## config.mk

```make
export PLATFORM = sky130hd
export DESIGN_NAME = curs_overlay
export DESIGN_NICKNAME = d
export VERILOG_FILES = /design/src/rtl/curs_pkg.sv /design/src/rtl/curs_ctrl.sv /design/src/rtl/curs_dpath.sv /design/src/rtl/curs_overlay.sv
export SDC_FILE = /design/constraint.sdc
export NUM_CORES = 1
export LEC_CHECK = 0
export ABC_AREA = 1
export ABC_CLOCK_PERIOD_IN_PS = 8500
export BUFFER_PORTS_ARGS = -buffer_cell sky130_fd_sc_hd__buf_2
export CAP_MARGIN = 10
export CORE_MARGIN = 2
export CORE_UTILIZATION = 40
export CTS_BUF_LIST = sky130_fd_sc_hd__clkbuf_8
export CTS_CLUSTER_DIAMETER = 40
export DETAILED_ROUTE_END_ITERATION = 10
export SLEW_MARGIN = 20
export SYNTH_ARGS = -nofsm -noshare
export SYNTH_HDL_FRONTEND = slang
export SYNTH_SLANG_ARGS = --single-unit
```

## constraint.sdc

```tcl
create_clock -name clk -period 8.5 [get_ports clk]
set_input_delay 0.425 -clock clk [delete_from_list [all_inputs] [get_ports clk]]
set_output_delay 0.425 -clock clk [all_outputs]
set_load 0.03 [all_outputs]
```

## src/rtl/curs_pkg.sv

```systemverilog
package curs_pkg;

  localparam int PIX_W      = 24;
  localparam int MEM_W      = 32;
  localparam int LANES      = MEM_W / 2;
  localparam int LANE_W     = $clog2(LANES);
  localparam int WORD_BYTES = MEM_W / 8;

  // Register byte addresses that software relies on.
  localparam logic [8:0] ADR_ENABLE = 9'h140;
  localparam logic [8:0] ADR_FGCOL  = 9'h141;
  localparam logic [8:0] ADR_BGCOL  = 9'h142;
  localparam logic [8:0] ADR_BASE   = 9'h144;
  localparam logic [8:0] ADR_POS    = 9'h148;
  localparam logic [8:0] ADR_DELTA  = 9'h14C;

  // Strobes handed from control to datapath.
  typedef struct packed {
    logic              hit;
    logic [LANE_W-1:0] lane;
  } ovlStrobe_t;

  // Widen a 3:3:2 colour byte to 8 bits per channel.
  function automatic logic [PIX_W-1:0] expand332(input logic [7:0] c);
    logic [7:0] r, g, b;
    r = {c[7:5], c[7:5], c[7:6]};
    g = {c[4:2], c[4:2], c[4:3]};
    b = {c[1:0], c[1:0], c[1:0], c[1:0]};
    return {r, g, b};
  endfunction

endpackage

```

## src/rtl/curs_ctrl.sv

```systemverilog
module curs_ctrl
  import curs_pkg::*;
#(
  parameter int COORD_W = 12,
  parameter int ADDR_W  = 22,
  parameter int CUR_DIM = 64
) (
  input  logic               clk,
  input  logic               rstN,
  input  logic               regWe,
  input  logic [8:0]         regAddr,
  input  logic [31:0]        regWdata,
  input  logic [COORD_W-1:0] scanX,
  input  logic [COORD_W-1:0] scanY,
  output logic               memRd,
  output logic [ADDR_W-1:0]  memAddr,
  output ovlStrobe_t         strobe,
  output logic [7:0]         fgCol,
  output logic [7:0]         bgCol
);

  localparam int DIM_W     = $clog2(CUR_DIM);
  localparam int ROW_BYTES = CUR_DIM * 2 / 8;
  localparam int BASE_W    = ADDR_W - 10;
  localparam int CW        = 18;

  logic              enReg;
  logic [BASE_W-1:0] baseReg;
  logic [15:0]       posX, posY;
  logic [7:0]        dX, dY;

  always_ff @(posedge clk or negedge rstN) begin
    if (!rstN) begin
      enReg   <= 1'b0;
      fgCol   <= '0;
      bgCol   <= '0;
      baseReg <= '0;
      posX    <= '0;
      posY    <= '0;
      dX      <= '0;
      dY      <= '0;
    end else if (regWe) begin
      case (regAddr)
        ADR_ENABLE: enReg   <= regWdata[0];
        ADR_FGCOL:  fgCol   <= regWdata[7:0];
        ADR_BGCOL:  bgCol   <= regWdata[7:0];
        ADR_BASE:   baseReg <= regWdata[BASE_W-1:0];
        ADR_POS: begin
          posX <= regWdata[15:0];
          posY <= regWdata[31:16];
        end
        ADR_DELTA: begin
          dX <= regWdata[7:0];
          dY <= regWdata[15:8];
        end
        default: ;
      endcase
    end
  end

  // Offset of the scan point from the image corner (position - delta).
  logic [CW-1:0] relX, relY;
  logic          inX, inY, hit;
  logic [DIM_W-1:0] col, row;

  always_comb begin
    relX = CW'(scanX) - CW'(posX) + {{(CW-8){dX[7]}}, dX};
    relY = CW'(scanY) - CW'(posY) + {{(CW-8){dY[7]}}, dY};
    inX  = !relX[CW-1] && (relX < CW'(CUR_DIM));
    inY  = !relY[CW-1] && (relY < CW'(CUR_DIM));
    hit  = enReg && inX && inY;
    col  = relX[DIM_W-1:0];
    row  = relY[DIM_W-1:0];
  end

  assign memRd   = hit;
  assign memAddr = {baseReg, 10'd0}
                 + ADDR_W'(row) * ADDR_W'(ROW_BYTES)
                 + ADDR_W'(col >> LANE_W) * ADDR_W'(WORD_BYTES);

  assign strobe.hit  = hit;
  assign strobe.lane = col[LANE_W-1:0];

  p_off_no_fetch_r2: assert property (@(posedge clk) disable iff (!rstN)
    !enReg |-> !memRd);

  p_fetch_window_r4: assert property (@(posedge clk) disable iff (!rstN)
    memRd |-> (memAddr[ADDR_W-1:10] == baseReg));

  p_word_align_r4: assert property (@(posedge clk) disable iff (!rstN)
    memRd |-> (memAddr[1:0] == 2'b00));

endmodule

```

## src/rtl/curs_dpath.sv

```systemverilog
module curs_dpath
  import curs_pkg::*;
(
  input  logic             clk,
  input  logic             rstN,
  input  logic [PIX_W-1:0] pixIn,
  input  ovlStrobe_t       strobe,
  input  logic [7:0]       fgCol,
  input  logic [7:0]       bgCol,
  input  logic [MEM_W-1:0] memData,
  output logic [PIX_W-1:0] pixOut
);

  logic [PIX_W-1:0] pixD;
  ovlStrobe_t       strD;

  // Delay stage matching the one-cycle bitmap fetch.
  always_ff @(posedge clk or negedge rstN) begin
    if (!rstN) begin
      pixD <= '0;
      strD <= '0;
    end else begin
      pixD <= pixIn;
      strD <= strobe;
    end
  end

  logic [1:0] laneCode [LANES];
  for (genvar i = 0; i < LANES; i++) begin : g_lane
    assign laneCode[i] = memData[2*i+1 -: 2];
  end

  logic [1:0] code;
  assign code = laneCode[strD.lane];

  always_comb begin
    if (!strD.hit) pixOut = pixD;
    else begin
      case (code)
        2'b00:   pixOut = pixD;
        2'b01:   pixOut = ~pixD;
        2'b10:   pixOut = expand332(bgCol);
        default: pixOut = expand332(fgCol);
      endcase
    end
  end

  p_bypass_r2: assert property (@(posedge clk) disable iff (!rstN)
    !strD.hit |-> (pixOut == pixD));

  p_invert_r7: assert property (@(posedge clk) disable iff (!rstN)
    (strD.hit && code == 2'b01) |-> (pixOut == ~pixD));

  p_fg_red_r3: assert property (@(posedge clk) disable iff (!rstN)
    (strD.hit && code == 2'b11) |-> (pixOut[23:21] == fgCol[7:5]));

endmodule

```

## src/rtl/curs_overlay.sv

```systemverilog
module curs_overlay
  import curs_pkg::*;
#(
  parameter int COORD_W = 12,
  parameter int ADDR_W  = 22,
  parameter int CUR_DIM = 64
) (
  input  logic               clk,
  input  logic               rstN,
  input  logic               regWe,
  input  logic [8:0]         regAddr,
  input  logic [31:0]        regWdata,
  input  logic [COORD_W-1:0] scanX,
  input  logic [COORD_W-1:0] scanY,
  input  logic [23:0]        pixIn,
  output logic               memRd,
  output logic [ADDR_W-1:0]  memAddr,
  input  logic [31:0]        memData,
  output logic [23:0]        pixOut
);

  ovlStrobe_t strobe;
  logic [7:0] fgCol, bgCol;

  curs_ctrl #(.COORD_W(COORD_W), .ADDR_W(ADDR_W), .CUR_DIM(CUR_DIM)) u_ctrl (
    .clk(clk), .rstN(rstN), .regWe(regWe), .regAddr(regAddr),
    .regWdata(regWdata), .scanX(scanX), .scanY(scanY), .memRd(memRd),
    .memAddr(memAddr), .strobe(strobe), .fgCol(fgCol), .bgCol(bgCol)
  );

  curs_dpath u_dpath (
    .clk(clk), .rstN(rstN), .pixIn(pixIn), .strobe(strobe),
    .fgCol(fgCol), .bgCol(bgCol), .memData(memData), .pixOut(pixOut)
  );

endmodule

```

# After elaboration in Yosys (flattened, before gate mapping)
# Cells that the tools add are included.
# totals
romBits,0
input_bits,124
regBits,106
ram_bits,0
out_inout_bits,47
wordCells,48
mem_count,0
latch_bits,0
# classes
bitwise_logic,2
div,0
n_addsub,6
n_mul,0
shifts,0
order_cmp,3
mux,5
reduce_logical,13
n_eq_ne,8
# ops
operator,count
24-bit case mux with 3 select lines,1
9-bit equality test (second input constant),6
18-bit adder,2
18-bit by 7-bit < comparator with 1-bit output (second input constant),2
12-bit by 16-bit subtractor with 17-bit output,2
24-bit two-way mux,1
24-bit NOT,1
22-bit by 10-bit adder with 22-bit output,1
22-bit by 4-bit adder with 22-bit output,1
2-bit AND reduction,6
2-bit binary-select mux with 4-bit select,1
5-bit >= comparator (second input constant),1
4-bit NOT with 5-bit output,1
1-bit logical AND,4
2-bit two-way mux,2
2-bit by 1-bit equality test with 1-bit output (second input constant),1
2-bit equality test (second input constant),1
1-bit zero test,2
2-bit zero test,1

# Longest topological paths before layout
# depth
depth_word,7
depth_mapped,26
mapped_depth_nobuf,26

# Cells and area by module
# A second synthesis with hierarchy kept.
# hier_totals
cells_unflattened,1241
hier_area_um2,8371.8
# modules_own_cells
module,seq_area_each_um2,cells_each,instances,area_each_um2
curs_ctrl,1926.8,906,1,6333.6
curs_dpath,725.7,335,1,2038.2

# Worst setup path after synthesis
# Ideal clock, no wire load.
# synth_path
path_type,in2out
from,input port scanX[0]
to,output port memRd
arrival_ps,3435
required_time_ps,8075
path_buffers,0
path_stages,25
path_slack_ps,4640
path_cell_list,inv_1 ha_1 fa_1 inv_1 nand3_1 nand3_1 a31oi_1 o21bai_1 nand2_1 nand3_1 nand2_1 nand2_1 inv_1 ha_1 nand2_1 nor3_1 and2_1 nand2_1 nand2_1 nand2_1 nor2_1 nor2_1 nor2_1 nand3_1 nor2_1
# synth_between
elab_chain_cells,6
word_cells_on_any_way,7
cone_classes,2 x add/sub; 1 x order compare; 4 x reduce/logical
# synth_rtl
element,line_no,source
start: declaration,curs_overlay.sv:13,"input logic [COORD_W-1:0] scanX,"
12-bit by 16-bit subtractor with 17-bit output (*),curs_ctrl.sv:67,"relX = CW'(scanX) - CW'(posX) + {{(CW-8){dX[7]}}, dX};"
18-bit adder (*),curs_ctrl.sv:67,
18-bit by 7-bit < comparator with 1-bit output or 1-bit zero test (tied branches),curs_ctrl.sv:69,inX = !relX[CW-1] && (relX < CW'(CUR_DIM));
1-bit logical AND (*),curs_ctrl.sv:69,
1-bit logical AND (*) (2 in series),curs_ctrl.sv:71,hit = enReg && inX && inY;
end: declaration,curs_overlay.sv:16,"output logic memRd,"
# Every way passes the cells marked *; elsewhere a longest branch is shown, timed or not.

# Worst setup path in the final report
# layout_path
from,register u_ctrl.posY[0]
to,output port memRd
# layout_between
elab_chain_cells,5
word_cells_on_any_way,6
cone_classes,2 x add/sub; 1 x order compare; 3 x reduce/logical
# layout_rtl
element,line_no,source
start: declaration,curs_ctrl.sv:29,"logic [15:0] posX, posY;"
start signal: assignment,curs_ctrl.sv:50,posY <= regWdata[31:16];
12-bit by 16-bit subtractor with 17-bit output (*),curs_ctrl.sv:68,"relY = CW'(scanY) - CW'(posY) + {{(CW-8){dY[7]}}, dY};"
18-bit adder (*),curs_ctrl.sv:68,
18-bit by 7-bit < comparator with 1-bit output or 1-bit zero test (tied branches),curs_ctrl.sv:70,inY = !relY[CW-1] && (relY < CW'(CUR_DIM));
1-bit logical AND (*),curs_ctrl.sv:70,
1-bit logical AND (*),curs_ctrl.sv:71,
# Marks and branches as above.

==> flow_metrics.tcl <==
set metrics [dict create \
    path_clk_slew_ns 0.12 \
    cpPeakStageDelay_ns 0.44 \
    synth_cell_type_count 39 \
    p_total_mw 1.27 \
    wl_mm 22.5 \
    synth_edf_count 0 \
    chipHeight_um 148 \
    hold_violations 0 \
    global_route.usage.met2_pct 35.9 \
    maxCapViolCount 0 \
    synth_top_cell_area_share_pct 32.0 \
    yosysWarnings 0 \
    grt_setup_unrepaired "no" \
    area_growth_pct 14.5 \
    fin_crit_sh_pct 53.1 \
    syn_area_mm2 0.00829 \
    worst_pin_slew_ns 0.992 \
    worstPathCellList "ha_1 -> fa_1 -> o21ai_0 -> a31oi_1 -> o21ai_0 -> xor2_1 -> ha_1 -> a21oi_1 -> o21ai_0 -> nor2_1 -> a21o_1 -> nand2_1 -> nor2_1 -> nand3_1 -> nor2_1 -> buf_2" \
    cts_made_buffers 9 \
    p_leak_nw 5.24 \
    worst_hold_slack_ns 0.0411 \
    critPathMaxFanout 5 \
    power_density_mw_per_mm2 133 \
    ant_nets 0 \
    met3_usage_pct 3.92 \
    hold_class "input port to asynchronous set/reset pin" \
    first_pass_iters 5 \
    cp-end-kind "output pin" \
    ys_seq_area_share_pct 32.0 \
    htree_num_levels 3 \
    irDropWorstVdd_v 0.0000762 \
    grt_pass1_vias 7598 \
    io_buffers 168 \
    dieArea_mm2 0.0219 \
    viasPerCell 4.98 \
    grt_usage_pct 20.7 \
    fin_worst_skew_ns 0.0113 \
    fillers 2189 \
    synthCells 1186 \
    die_w_um 148 \
    cts_root_buf "clkbuf_8" \
    setup_viol 0 \
    arrival_ns 4.09 \
    cp_slowest_cell "o21ai_0" \
    cts_tree "built" \
    grt_use_met1_pct 26.4 \
    num_antenna_cells 0 \
    period_minus_slack_ns 4.51 \
    status "finished, final reports clean" \
    hold_buffers 0 \
    ys_ff_latch 106 \
    synth_top_area_cell "dfrtp_1" \
    synthFlopType "dfrtp_1" \
    slew_headroom_pct 33.9 \
    grt_pass1_wl_mm 36.7 \
    maxSlewViolCount 0 \
    finalSetupTns_ns 0 \
    io_pins 171 \
    worstPathRequired_ns 8.08 \
    cp-start-kind "register" \
    path_class "register to output pin" \
    vias 8014 \
    r2r_cells 15 \
    dpl.hpwl_mm 17.9 \
    core_region_area_mm2 0.0203 \
    start_util_pct 40.8 \
    grt_overflow 0 \
    async_flop_share_pct 100 \
    synth.area.top_cells "dfrtp_1 32%, nand2_1 16%, ha_1 8.8%" \
    r2r-end "u_dpath.strD[4]" \
    clock.fmax_ghz 0.222 \
    postCtsSetupBuffers 0 \
    r2r-start "u_ctrl.posY[0]" \
    rows 52 \
    nNetsFinal 1520 \
    synth_top_cells_by_count "361 x nand2_1, 151 x inv_1, 116 x nand3_1" \
    cts_resized 0 \
    grt_max_degree 57 \
    synth_area_per_cell_um2 6.99 \
    drc_errors 0 \
    routedWlPerCell_um 14.0 \
    clockBufferDepth 2 \
    post-route-util_pct 46.8 \
    clkLatencyLatePin_ns 0.39 \
    clkSinkCount 106 \
    yosysMostFrequentCell "nand2_1" \
    drt-initial-drc-count 489 \
    antenna_found_initial 0 \
    gp_congestion 0.906 \
    top_usage_layer "met2" \
    drive_gt1_share_pct 16.1 \
    r2r_setup_slack_ns 4.94 \
]
[state kept, by name, indices dropped and copies added (netlist names)]
| register | cells |
|---|---|
| u_ctrl.dY | 8 |
| u_dpath.pixD | 24 |
| u_dpath.strD | 5 |
| u_ctrl.baseReg | 12 |
| u_ctrl.bgCol | 8 |
| u_ctrl.dX | 8 |
| u_ctrl.fgCol | 8 |
| u_ctrl.posY | 16 |
| u_ctrl.enReg | 1 |
| u_ctrl.posX | 16 |
[report_power, final]
part / switching [mW] / total (mW) / internal (mW)
clock network: 0.195 / 0.317 / 0.122
registers: 0.0215 / 0.545 / 0.523
logic: 0.261 / 0.403 / 0.143
total: 0.477 / 1.27 / 0.788
[final cells by class]
cell class / count / area [um^2] / share of cell area (%)
tap: 270 / 338 / 3.56
clock inverter: 6 / 56.3 / 0.593
inverter: 154 / 578 / 6.09
multi-input combinational: 892 / 4870 / 51.3
sequential: 106 / 2650 / 27.9
timing repair buffer: 171 / 866 / 9.12
clock buffer: 10 / 138 / 1.45
[per-layer routing]
metal	up-vias	part of all wire (%)
met5	-	0
met3	19	5.5
li1	4145	-
met1	3658	45
met4	0	1.7
met2	192	48
[how the worst max path moves through the flow]
| stage | startpoint | endpoint | cells after the start |
|---|---|---|---|
| after floorplan | scanX[0] | memRd | 25 |
| after global placement | scanY[0] | memRd | 18 |
| after detailed placement | scanY[0] | memRd | 18 |
| after CTS | u_ctrl.posY[0] | memRd | 16 |
| after global routing | u_ctrl.posX[0] | memRd | 25 |
| final | u_ctrl.posY[0] | memRd | 16 |
[metrics by stage]
step | worst slack, ns | area (um^2) | instances
finish | 3.99 | 9500 | 1609
global route | 3.55 | 9500 | 1609
CTS | 3.94 | 9500 | 1609
detailed placement | 4.24 | 9300 | 1593
global placement | 4.29 | 9300 | 1593
floorplan | 4.64 | 8290 | 1187
[worst max-delay path, delay by kind of cell (launching register included)]
| family | cells | cell delay [ns] |
|---|---|---|
| AOI/OAI and AO/OA | 6 | 1.46 |
| adders and majority gates | 3 | 0.93 |
| and+or+nand+nor | 5 | 0.51 |
| DFF | 1 | 0.41 |
| buffers and inverters | 1 | 0.21 |
| xor gates and xnor gates | 1 | 0.16 |
[cell families (layout without fill, tap and decap cells)]
family	after synthesis	after routing	share of synthesized area, %
flip-flops	106	106	32.0
XOR/XNOR	37	37	3.91
buffers and inverters	189	341	9.36
adder cells (fa/ha/maj)	62	62	9.72
AND/OR/NAND/NOR	622	622	32.9
multiplexers	16	16	2.17
other	1	2	0.0452
AO/OA/AOI/OAI	153	153	9.95
[cells in the final DEF (no fill, tap or decap), drive strengths merged]
cell        n
ha         58
or3         1
mux2       16
and2        1
buf       171
or2         1
nor3b       1
o2111ai     1
nor4        1
o21ai      65
o21a        1
clkbuf     10
a21oi      64
nand2     363
and3        1
o221ai      1
xnor2      11
conb        2
dfrtp     106
o21bai      4
a31oi       3
inv       158
fa          4
nand3b     32
clkinvlp    1
o211ai      9
clkinv      1
nand4      16
nor2       75
or3b        1
a211oi      1
xor2       26
nor3        8
nand3     121
a21o        4
No activity file was read; power rests on OpenSTA's default activity.
